`src/rtl/pyr_pkg.sv`:
```
`timescale 1ns/1ps
package pyr_pkg;
  localparam int unsigned LVL_W = 2;

  // slots owned by a level per schedule round; coarsest owns one
  function automatic int unsigned lvl_slots(int unsigned levels, int unsigned lvl);
    return 32'd1 << (2 * (levels - 1 - lvl));
  endfunction

  // first slot of a level; coarser levels come first
  function automatic int unsigned lvl_base(int unsigned levels, int unsigned lvl);
    int unsigned acc;
    acc = 0;
    for (int unsigned k = lvl + 1; k < levels; k++) acc += lvl_slots(levels, k);
    return acc;
  endfunction

  function automatic int unsigned total_slots(int unsigned levels);
    return lvl_base(levels, 0) + lvl_slots(levels, 0);
  endfunction

  function automatic int unsigned owner_of(int unsigned levels, int unsigned slot);
    int unsigned o;
    o = 0;
    for (int unsigned k = 0; k < levels; k++)
      if (slot >= lvl_base(levels, k) && slot < lvl_base(levels, k) + lvl_slots(levels, k)) o = k;
    return o;
  endfunction
endpackage

```
`src/rtl/pyr_slot_sched.sv`:
```
`timescale 1ns/1ps
module pyr_slot_sched import pyr_pkg::*; #(
  parameter int unsigned LEVELS = 3,
  localparam int unsigned SLOTS  = total_slots(LEVELS),
  localparam int unsigned SLOT_W = $clog2(SLOTS)
) (
  input  logic              clk_i,
  input  logic              rst_ni,
  output logic [SLOT_W-1:0] slot_o,
  output logic [LVL_W-1:0]  lvl_o
);
  logic [SLOT_W-1:0] slot_q;

  always_ff @(posedge clk_i or negedge rst_ni) begin
    if (!rst_ni)                              slot_q <= '0;
    else if (slot_q == SLOT_W'(SLOTS - 1))    slot_q <= '0;
    else                                      slot_q <= slot_q + SLOT_W'(1);
  end

  always_comb begin
    lvl_o = '0;
    for (int unsigned k = 0; k < LEVELS; k++)
      if (32'(slot_q) >= lvl_base(LEVELS, k) &&
          32'(slot_q) <  lvl_base(LEVELS, k) + lvl_slots(LEVELS, k))
        lvl_o = LVL_W'(k);
  end

  assign slot_o = slot_q;
endmodule

```
`src/rtl/pyr_level_buf.sv`:
```
`timescale 1ns/1ps
module pyr_level_buf #(
  parameter int unsigned PIX_W = 8,
  parameter int unsigned LW    = 16,
  parameter int unsigned LH    = 16,
  localparam int unsigned CW   = (LW > 1) ? $clog2(LW) : 1,
  localparam int unsigned RW   = $clog2(LH + 4)
) (
  input  logic                   clk_i,
  input  logic                   rst_ni,
  input  logic                   wr_en_i,
  input  logic [PIX_W-1:0]       wr_data_i,
  input  logic                   rd_fire_i,
  output logic                   can_wr_o,
  output logic                   avail_o,
  output logic                   keep_o,
  output logic                   first_o,
  output logic [8:0][PIX_W-1:0]  taps_o
);
  // four rolling rows: three in the window, one being filled
  logic [PIX_W-1:0] mem_q [4][LW];
  logic [RW-1:0]    wr_row_q, rd_row_q;
  logic [CW-1:0]    wr_col_q, rd_col_q;
  logic             rd_last_col, rd_last_row;
  logic [RW-1:0]    rsel [3];
  logic [CW-1:0]    csel [3];

  assign rd_last_col = (rd_col_q == CW'(LW - 1));
  assign rd_last_row = (rd_row_q == RW'(LH - 1));

  always_ff @(posedge clk_i) begin
    if (wr_en_i) mem_q[wr_row_q[1:0]][wr_col_q] <= wr_data_i;
  end

  always_ff @(posedge clk_i or negedge rst_ni) begin
    if (!rst_ni) begin
      wr_row_q <= '0;
      wr_col_q <= '0;
      rd_row_q <= '0;
      rd_col_q <= '0;
    end else begin
      if (wr_en_i) begin
        if (wr_col_q == CW'(LW - 1)) begin
          wr_col_q <= '0;
          wr_row_q <= wr_row_q + RW'(1);
        end else begin
          wr_col_q <= wr_col_q + CW'(1);
        end
      end
      if (rd_fire_i) begin
        if (rd_last_col) begin
          rd_col_q <= '0;
          if (rd_last_row) begin
            rd_row_q <= '0;
            wr_row_q <= '0;  // frame retired, reopen writes
          end else begin
            rd_row_q <= rd_row_q + RW'(1);
          end
        end else begin
          rd_col_q <= rd_col_q + CW'(1);
        end
      end
    end
  end

  assign can_wr_o = (wr_row_q < RW'(LH)) && (wr_row_q <= rd_row_q + RW'(2));
  assign avail_o  = (wr_row_q == RW'(LH)) || (wr_row_q >= rd_row_q + RW'(2));
  assign keep_o   = ~rd_row_q[0] & ~rd_col_q[0];
  assign first_o  = (rd_row_q == '0) && (rd_col_q == '0);

  // edge replication by clamped coordinates
  always_comb begin
    rsel[0] = (rd_row_q == '0) ? rd_row_q : rd_row_q - RW'(1);
    rsel[1] = rd_row_q;
    rsel[2] = rd_last_row ? rd_row_q : rd_row_q + RW'(1);
    csel[0] = (rd_col_q == '0) ? rd_col_q : rd_col_q - CW'(1);
    csel[1] = rd_col_q;
    csel[2] = rd_last_col ? rd_col_q : rd_col_q + CW'(1);
  end

  for (genvar i = 0; i < 3; i++) begin : g_r
    for (genvar j = 0; j < 3; j++) begin : g_c
      assign taps_o[3*i+j] = mem_q[rsel[i][1:0]][csel[j]];
    end
  end
endmodule

```
`src/rtl/pyr_conv_pe.sv`:
```
`timescale 1ns/1ps
module pyr_conv_pe #(
  parameter int unsigned PIX_W = 8,
  localparam int unsigned SUM_W = PIX_W + 4
) (
  input  logic [8:0][PIX_W-1:0] taps_i,
  output logic [PIX_W-1:0]      pix_o
);
  logic [SUM_W-1:0] term [9];
  logic [SUM_W-1:0] sum;

  for (genvar i = 0; i < 3; i++) begin : g_r
    for (genvar j = 0; j < 3; j++) begin : g_c
      localparam int unsigned SH = ((i == 1) ? 1 : 0) + ((j == 1) ? 1 : 0);
      assign term[3*i+j] = SUM_W'(taps_i[3*i+j]) << SH;
    end
  end

  // weights total 16; +8 rounds half up; max 16*max+8 fits SUM_W
  always_comb begin
    sum = SUM_W'(8);
    for (int k = 0; k < 9; k++) sum = sum + term[k];
  end

  assign pix_o = PIX_W'(sum >> 4);
endmodule

```
`src/rtl/pyr_ts_engine.sv`:
```
`timescale 1ns/1ps
module pyr_ts_engine import pyr_pkg::*; #(
  parameter int unsigned PIX_W  = 8,
  parameter int unsigned IMG_W  = 16,
  parameter int unsigned IMG_H  = 16,
  parameter int unsigned LEVELS = 3
) (
  input  logic              clk_i,
  input  logic              rst_ni,
  input  logic              pix_valid_i,
  input  logic [PIX_W-1:0]  pix_data_i,
  output logic              pix_ready_o,
  output logic              out_valid_o,
  output logic [PIX_W-1:0]  out_data_o,
  output logic [LVL_W-1:0]  out_level_o,
  output logic              out_sof_o
);
  localparam int unsigned SLOTS  = total_slots(LEVELS);
  localparam int unsigned SLOT_W = $clog2(SLOTS);

  logic [SLOT_W-1:0]      slot_q;
  logic [LVL_W-1:0]       sel_lvl;
  logic [LEVELS-1:0]      fire, avail, can_wr, keep, first, dn_rdy, wr_en;
  logic [8:0][PIX_W-1:0]  taps [LEVELS];
  logic [PIX_W-1:0]       wr_data [LEVELS];
  logic [8:0][PIX_W-1:0]  pe_taps;
  logic [PIX_W-1:0]       pe_pix;

  pyr_slot_sched #(.LEVELS(LEVELS)) u_sched (
    .clk_i  (clk_i),
    .rst_ni (rst_ni),
    .slot_o (slot_q),
    .lvl_o  (sel_lvl)
  );

  for (genvar l = 0; l < LEVELS; l++) begin : g_lvl
    if (l == 0) begin : g_src
      assign wr_en[l]   = pix_valid_i & can_wr[l];
      assign wr_data[l] = pix_data_i;
    end else begin : g_dec
      assign wr_en[l]   = fire[l-1] & keep[l-1];
      assign wr_data[l] = pe_pix;
    end

    if (l == LEVELS - 1) begin : g_top
      assign dn_rdy[l] = 1'b1;
    end else begin : g_mid
      assign dn_rdy[l] = can_wr[l+1];
    end

    // idle slot unless window complete and decimated result has a home
    assign fire[l] = (sel_lvl == LVL_W'(l)) & avail[l] & (~keep[l] | dn_rdy[l]);

    pyr_level_buf #(
      .PIX_W (PIX_W),
      .LW    (IMG_W >> l),
      .LH    (IMG_H >> l)
    ) u_buf (
      .clk_i     (clk_i),
      .rst_ni    (rst_ni),
      .wr_en_i   (wr_en[l]),
      .wr_data_i (wr_data[l]),
      .rd_fire_i (fire[l]),
      .can_wr_o  (can_wr[l]),
      .avail_o   (avail[l]),
      .keep_o    (keep[l]),
      .first_o   (first[l]),
      .taps_o    (taps[l])
    );
  end

  // timing mux onto the shared datapath
  always_comb begin
    pe_taps = '0;
    for (int unsigned k = 0; k < LEVELS; k++)
      if (sel_lvl == LVL_W'(k)) pe_taps = taps[k];
  end

  pyr_conv_pe #(.PIX_W(PIX_W)) u_pe (
    .taps_i (pe_taps),
    .pix_o  (pe_pix)
  );

  always_ff @(posedge clk_i or negedge rst_ni) begin
    if (!rst_ni) begin
      out_valid_o <= 1'b0;
      out_data_o  <= '0;
      out_level_o <= '0;
      out_sof_o   <= 1'b0;
    end else begin
      out_valid_o <= |fire;
      out_data_o  <= pe_pix;
      out_level_o <= sel_lvl;
      out_sof_o   <= |(fire & first);
    end
  end

  assign pix_ready_o = can_wr[0];
endmodule

```
`config.mk`:
```
export PLATFORM = sky130hd
export DESIGN_NAME = pyr_ts_engine
export DESIGN_NICKNAME = d
export VERILOG_FILES = /design/src/rtl/pyr_pkg.sv /design/src/rtl/pyr_slot_sched.sv /design/src/rtl/pyr_level_buf.sv /design/src/rtl/pyr_conv_pe.sv /design/src/rtl/pyr_ts_engine.sv
export SDC_FILE = /design/constraint.sdc
export NUM_CORES = 2
export LEC_CHECK = 0
export ABC_AREA = 1
export BUFFER_PORTS_ARGS = -buffer_cell sky130_fd_sc_hd__buf_2
export CAP_MARGIN = 10
export CORE_MARGIN = 2
export CORE_UTILIZATION = 30
export CTS_CLUSTER_DIAMETER = 40
export DETAILED_ROUTE_END_ITERATION = 8
export PLACE_DENSITY = 0.46
export SLEW_MARGIN = 10
export SYNTH_ARGS = -nofsm -noshare
export SYNTH_HDL_FRONTEND = slang
export SYNTH_SLANG_ARGS = --single-unit
```
`constraint.sdc`:
```
create_clock -name clk_i -period 18.8 [get_ports clk_i]
set_input_delay 2.82 -clock clk_i [delete_from_list [all_inputs] [get_ports clk_i]]
set_output_delay 2.82 -clock clk_i [all_outputs]
set_load 0.005 [all_outputs]
```
Word-level counts from Yosys, hierarchy flattened
Memory sizes are Yosys's and may differ from the RTL's.
Cells that the tools add are included.
{"block": "classes", "n_reduce_logical": 25, "magnitude_cmp": 27, "n_eq_ne": 15, "n_bitwise": 31, "addsub": 31, "mux": 135}
{"op": "8-bit 2-to-1 mux", "count": 57}
{"op": "8-bit binary-select mux with 4-bit select", "count": 9}
{"op": "8-bit binary-select mux with 3-bit select", "count": 9}
{"op": "72-bit 2-to-1 mux", "count": 3}
{"op": "8-bit binary-select mux with 2-bit select", "count": 9}
{"op": "128-bit 2-to-1 mux", "count": 1}
{"op": "64-bit 2-to-1 mux", "count": 1}
{"op": "12-bit by 9-bit adder with 12-bit output", "count": 4}
{"op": "4-bit 2-to-1 mux", "count": 10}
{"op": "12-bit by 8-bit adder with 12-bit output", "count": 3}
{"op": "5-bit 2-to-1 mux", "count": 7}
{"op": "8-bit demux with 4-bit select", "count": 1}
{"op": "32-bit 2-to-1 mux", "count": 1}
{"op": "3-bit 2-to-1 mux", "count": 10}
{"op": "8-bit demux with 3-bit select", "count": 1}
{"op": "2-bit 2-to-1 mux", "count": 11}
{"op": "5-bit greater-or-equal comparator (second input constant)", "count": 4}
{"op": "4-bit inverter with 5-bit output", "count": 4}
{"op": "4-bit by 1-bit adder with 4-bit output (second input constant)", "count": 4}
{"op": "8-bit demux with 2-bit select", "count": 1}
{"op": "4-bit greater-or-equal comparator (second input constant)", "count": 4}
{"op": "3-bit inverter with 4-bit output", "count": 4}
{"op": "5-bit by 1-bit adder with 5-bit output (second input constant)", "count": 3}
{"op": "12-bit by 10-bit adder with 12-bit output", "count": 1}
{"op": "other kinds (46)", "count": 102}
{"block": "word_totals", "n_memories": 3, "mem_bits_rw": 896, "regBits": 59, "input_bits": 11}
{"memory": "g_lvl[0].u_buf.mem_q", "depth": 4, "word_bits": 128, "rd": 3, "rd_clocked_by_memory_dff": 0, "write_ports": 1, "line_no": "pyr_level_buf.sv:21", "rtl": "logic [PIX_W-1:0] mem_q [4][LW];"}
{"memory": "g_lvl[1].u_buf.mem_q", "depth": 4, "word_bits": 64, "rd": 3, "rd_clocked_by_memory_dff": 0, "write_ports": 1, "line_no": "pyr_level_buf.sv:21"}
{"memory": "g_lvl[2].u_buf.mem_q", "depth": 4, "word_bits": 32, "rd": 3, "rd_clocked_by_memory_dff": 0, "write_ports": 1, "line_no": "pyr_level_buf.sv:21"}

Logic depth before layout (Yosys ltp)
{"block": "depth", "word_depth": 18, "depth_mapped": 44}

By module
Synthesis repeated with hierarchy kept, for this count alone.
{"block": "hier_totals", "cells_unflattened": 11300, "area_unflattened_um2": 77126.5}
{"mod": "pyr_level_buf (g_lvl[0].u_buf)", "seq_area_each_um2": 15825.2, "cells_per_inst": 6060, "area_per_inst_um2": 41464.8, "n_inst": 1}
{"mod": "pyr_level_buf (g_lvl[1].u_buf)", "seq_area_each_um2": 8037.7, "cells_per_inst": 3094, "area_per_inst_um2": 21065.2, "n_inst": 1}
{"mod": "pyr_level_buf (g_lvl[2].u_buf)", "seq_area_each_um2": 4093.9, "cells_per_inst": 1494, "area_per_inst_um2": 10421.2, "n_inst": 1}
{"mod": "pyr_conv_pe", "seq_area_each_um2": 0.0, "cells_per_inst": 263, "area_per_inst_um2": 2064.5, "n_inst": 1}
{"mod": "pyr_ts_engine", "seq_area_each_um2": 300.3, "cells_per_inst": 350, "area_per_inst_um2": 1790.5, "n_inst": 1}
{"mod": "pyr_slot_sched", "seq_area_each_um2": 125.1, "cells_per_inst": 39, "area_per_inst_um2": 320.3, "n_inst": 1}

Worst setup path before layout
OpenSTA, ideal clock, no wires.
{"block": "synth_path", "kind": "register to register", "from": "register g_lvl[0].u_buf.rd_row_q[0]", "to": "memory g_lvl[1].u_buf.mem_q[0][15] in the netlist's numbering, data pin", "path_stages_with_launch": 36, "arrival_ns": 8.193, "synth_period_minus_slack_ns": 8.676, "setup_ns": 0.483, "path_slack_ns": 10.124, "required_time_ns": 18.317, "path_cell_list": "dfrtp_1 -> buf_2 -> inv_2 -> clkbuf_1 -> clkbuf_1 -> ha_1 -> clkbuf_1 -> buf_2 -> buf_2 -> buf_1 -> o21ai_0 -> o21ai_0 -> nand2_1 -> o211ai_1 -> nand2_1 -> o211ai_1 -> nand3_1 -> nand3_1 -> inv_1 -> fa_1 -> inv_1 -> fa_1 -> inv_1 -> fa_1 -> fa_1 -> or3_1 -> fa_1 -> o21ai_0 -> a21oi_1 -> nor2_1 -> nor2_1 -> nor2_1 -> nor2_1 -> nor2_1 -> nor2_1 -> xnor2_1"}
{"block": "synth_via", "elab_chain_cells": 18, "word_cells_on_any_way": 46, "classes_between": "add/sub: 11; eq/ne: 1; mux: 32; reduce/logical: 1; memory: 1"}
{"element": "start: declaration", "line_no": "pyr_level_buf.sv:22", "rtl": "logic [RW-1:0] wr_row_q, rd_row_q;"}
{"element": "start signal: assignment", "line_no": "pyr_level_buf.sv:57", "rtl": "rd_row_q <= rd_row_q + RW'(1);"}
{"element": "2-bit by 1-bit subtractor with 2-bit output or 5-bit zero test (tied branches)", "line_no": "pyr_level_buf.sv:73", "rtl": "rsel[0] = (rd_row_q == '0) ? rd_row_q : rd_row_q - RW'(1);"}
{"element": "2-bit 2-to-1 mux", "line_no": "pyr_level_buf.sv:73"}
{"element": "memory 4 x 128 bit *"}
{"element": "8-bit binary-select mux with 4-bit select", "line_no": "pyr_level_buf.sv:83", "rtl": "assign taps_o[3*i+j] = mem_q[rsel[i][1:0]][csel[j]];"}
{"element": "8-bit 2-to-1 mux (not written as such) (2 in a row)", "line_no": "pyr_level_buf.sv:83"}
{"element": "72-bit 2-to-1 mux * (3 in a row)", "line_no": "pyr_ts_engine.sv:76", "rtl": "if (sel_lvl == LVL_W'(k)) pe_taps = taps[k];"}
{"element": "4-bit by 8-bit adder with 9-bit output", "line_no": "pyr_conv_pe.sv:22", "rtl": "for (int k = 0; k < 9; k++) sum = sum + term[k];"}
{"element": "12-bit by 9-bit adder with 12-bit output", "line_no": "pyr_conv_pe.sv:22"}
{"element": "12-bit by 8-bit adder with 12-bit output", "line_no": "pyr_conv_pe.sv:22"}
{"element": "12-bit by 9-bit adder with 12-bit output", "line_no": "pyr_conv_pe.sv:22"}
{"element": "12-bit by 10-bit adder with 12-bit output", "line_no": "pyr_conv_pe.sv:22"}
{"element": "12-bit by 9-bit adder with 12-bit output", "line_no": "pyr_conv_pe.sv:22"}
{"element": "12-bit by 8-bit adder with 12-bit output", "line_no": "pyr_conv_pe.sv:22"}
{"element": "12-bit by 9-bit adder with 12-bit output", "line_no": "pyr_conv_pe.sv:22"}
{"element": "12-bit by 8-bit adder with 12-bit output *", "line_no": "pyr_conv_pe.sv:22"}
{"element": "via g_lvl[1].u_buf.wr_data_i[7]", "line_no": "pyr_level_buf.sv:12", "rtl": "input logic [PIX_W-1:0] wr_data_i,"}
{"element": "end: declaration", "line_no": "pyr_level_buf.sv:21"}
Mark *: on every way through the listed nets, which the timed path passes. The rest lies on a longest branch. The select of a mux whose other input is x is not followed.

Worst setup path in the final report
{"block": "layout_path", "from": "register g_lvl[0].u_buf.rd_row_q[0]", "to": "memory g_lvl[1].u_buf.mem_q[2][6] in the netlist's numbering, data pin"}
Same word-level chain as after synthesis.

==> impl_metrics.tcl <==
set metrics [dict create \
    preCtsSetupSlack_ps 7590 \
    fp.dieH_um 495 \
    worstSetupEndpointType "register" \
    wl_per_cell_um 30.0 \
    layout_setup_ws_ps 7290 \
    cts.clk_slew.worst_paths_ps 50 \
    fin_crit_ps 11510 \
    yosysUniqueCellTypes 70 \
    cts_hold_buf 0 \
    yosys_warnings 0 \
    cts_resized 0 \
    numClockSinks 955 \
    io_buffers 23 \
    fp.dieW_um 495 \
    grt_usage_pct 30.3 \
    syn_area_um2 72200 \
    grt_overflow 0 \
    slew_viol_final 0 \
    drt_iter0_drc 12300 \
    cts_buffers 183 \
    postCtsSetupRepairBufs 0 \
    critPathKind "register to register" \
    clock.fmax_mhz 86.9 \
    status "finished, final reports clean" \
    syn_nets 9962 \
    clockBufferDepth 3 \
    num_vias 75800 \
    drive_gt1_share_pct 7.19 \
    worst_pin_slew_ps 1420 \
    critical-path-slowest-cell "dfrtp_4" \
    die-area_um2 245000 \
    grt_pass1_wl_mm 531 \
    grt_start_max_net_pins 168 \
    core_area_um2 240000 \
    slowest_delay_ps 730 \
    core.rowCount 180 \
    drc 0 \
    antenna_found_initial 21 \
    grt_pass1_vias 66300 \
    n_fill_cell 25100 \
    routed_wirelength_mm 383 \
    maxCapViolCount 0 \
    io_pins 24 \
    syn2layout_area_growth_pct 12.6 \
    fin_setup_tns_ps 0 \
    dr.pass1.iters 8 \
    dp_hpwl_mm 261 \
    fin_skew_ps 42.1 \
    synth_area_per_cell_um2 7.35 \
    final_nets 9567 \
    cts_tree "yes" \
    setup_violations 0 \
    insertion_delay_ps 880 \
    min_period_over_period_pct 61.2 \
    hold_viol_final 0 \
    cp_data_required_time_ps 19360 \
    cp.arrival_ps 12070 \
    antenna_left 0 \
    crit_path_start_kind "register" \
    max_slew_margin_pct 4.66 \
    synthCells 9824 \
    via_per_inst 5.93 \
    synth_seq_cells 955 \
    synth-main-ff-cell "edfxtp_1" \
    path_max_fanout 122 \
    seq_area_frac_synth_pct 39.3 \
    rsz0062_at_grt "no" \
    h-tree-depth 4 \
    synth_edf_count 896 \
    cts_root_buf "clkbuf_16" \
    initial_core_util_pct 30.1 \
    hold_class "register to register" \
    ys_async_sr_fraction_pct 6.18 \
    gp_congestion 0.977 \
]
synth_stat cells, drive strengths merged (7+ instances only):
| cell type | n | area [um2] |
|---|---|---|
| a211oi | 30 | 225 |
| a21oi | 781 | 3930 |
| a221oi | 17 | 149 |
| a22oi | 7 | 52.6 |
| a31oi | 42 | 263 |
| a32o | 9 | 90.1 |
| a32oi | 12 | 105 |
| and2 | 39 | 244 |
| buf | 326 | 1740 |
| clkbuf | 507 | 1900 |
| clkinv | 9 | 33.8 |
| dfrtp | 59 | 1480 |
| edfxtp | 896 | 26900 |
| fa | 53 | 1060 |
| ha | 74 | 926 |
| inv | 746 | 2800 |
| mux2 | 7 | 78.8 |
| mux2i | 43 | 430 |
| nand2 | 2224 | 8390 |
| nand3 | 774 | 3910 |
| nor2 | 619 | 2340 |
| nor3 | 32 | 160 |
| o211ai | 679 | 5110 |
| o21ai | 1583 | 7950 |
| o221ai | 52 | 455 |
| o22ai | 61 | 382 |
| o311ai | 31 | 272 |
| o31ai | 23 | 173 |
| or2 | 25 | 156 |
| xnor2 | 7 | 61.3 |
| xor2 | 16 | 148 |
state kept, by name, indices dropped and copies added, names as in the netlist:
signal	cells
g_lvl.u_buf.mem_q	896
g_lvl.u_buf.rd_col_q	9
g_lvl.u_buf.rd_row_q	12
g_lvl.u_buf.wr_col_q	9
g_lvl.u_buf.wr_row_q	12
out_data_o	8
out_level_o	2
out_sof_o	1
out_valid_o	1
u_sched.slot_o	5
stage by stage:
stage / hold slack [ps] / utilization, % / area [um2] / std cells
final: 508 / 33.9 / 81300 / 12800
after global routing: 534 / 33.9 / 81300 / 12800
after CTS: 511 / 33.9 / 81300 / 12800
after detailed placement: 503 / 31.2 / 75000 / 12400
after global placement: 496 / 31.2 / 75000 / 12400
after floorplan: 475 / - / 72200 / 9824
area by class of cell:
cell class              count  area, um2  area share [%]
well taps                3185       3990            4.90
flip-flops and latches    955      28400            34.9
inverters                 755       2870            3.52
clock buffers             212       4760            5.85
clock inverters           134       1560            1.92
multi-input cells        7281      37700            46.4
repair buffers            253       2010            2.47
diodes                      8       20.0          0.0246
worst paths after layout:
path	from	endpoint	cells past startpoint	slack (ps)
setup / recovery	g_lvl[0].u_buf.rd_row_q[0]	g_lvl[1].u_buf.mem_q[2][6]	38	7290
hold / removal	u_sched.slot_o[0]	u_sched.slot_o[0]	1	510
max in group asynchronous	rst_ni	g_lvl[0].u_buf.rd_row_q[0]	2	15690
hold reg to reg	u_sched.slot_o[0]	u_sched.slot_o[0]	1	510
min in group asynchronous	rst_ni	g_lvl[1].u_buf.rd_col_q[2]	1	1840
setup reg to reg	g_lvl[0].u_buf.rd_row_q[0]	g_lvl[1].u_buf.mem_q[2][6]	38	7290
cell families (layout without fill, tap and decap cells):
group                    Yosys count  in the layout  synth area share (%)
AND/OR/NAND/NOR                 3727           3727                  21.2
flip-flops                       955            955                  39.3
buffers and inverters           1588           1354                  8.97
multiplexers                      50             50                 0.705
XOR/XNOR                          23             23                 0.289
AO/OA/AOI/OAI                   3354           3354                  26.8
adder cells (fa/ha/maj)          127            127                  2.75
other                              0              8                     0
cell usage in the layout (no fill, tap or decap), drive strengths merged, types with 5 or more instances in the layout:
| master | synthesis | layout |
|---|---|---|
| o221ai | 52 | 52 |
| fa | 53 | 53 |
| inv | 746 | 779 |
| a31oi | 42 | 42 |
| a32oi | 12 | 12 |
| and2 | 39 | 39 |
| o2111ai | 5 | 5 |
| o311ai | 31 | 31 |
| diode | 0 | 8 |
| o31ai | 23 | 23 |
| o211ai | 679 | 679 |
| buf | 326 | 253 |
| nand4 | 5 | 5 |
| nand2 | 2224 | 2224 |
| a221oi | 17 | 17 |
| bufinv | 0 | 19 |
| nor2 | 619 | 619 |
| clkinv | 9 | 67 |
| a32o | 9 | 9 |
| xor2 | 16 | 16 |
| nand3 | 774 | 774 |
| o22ai | 61 | 61 |
| o21ai | 1583 | 1583 |
| clkbuf | 507 | 212 |
| a311oi | 5 | 5 |
| dfrtp | 59 | 59 |
| a22oi | 7 | 7 |
| a21oi | 781 | 781 |
| xnor2 | 7 | 7 |
| ha | 74 | 74 |
| mux2i | 43 | 43 |
| mux2 | 7 | 7 |
| or2 | 25 | 25 |
| nor3 | 32 | 32 |
| edfxtp | 896 | 896 |
| a211oi | 30 | 30 |
| clkinvlp | 0 | 24 |
layer usage:
metal | share of wire (%) | GRT usage, % | vias to the layer above
li1 | - | - | 33800
met1 | 45 | 45.4 | 36700
met2 | 40 | 41.3 | 4760
met3 | 12 | 7.63 | 560
met4 | 4.0 | 10.7 | 8
met5 | 0.014 | 0 | -
critical path: cells and delay by family (launching register included):
kind | cells | cell delay [ps]
AO/OA/AOI/OAI | 5 | 1310
adder cells (fa/ha/maj) | 7 | 2770
flip-flops | 1 | 730
XOR/XNOR | 1 | 160
buffers and inverters | 8 | 2680
AND/OR/NAND/NOR | 17 | 3240
Power is left out: the tool's default activity adds up to more than one toggle a clock period on the data nets, which glitch-free logic cannot reach.
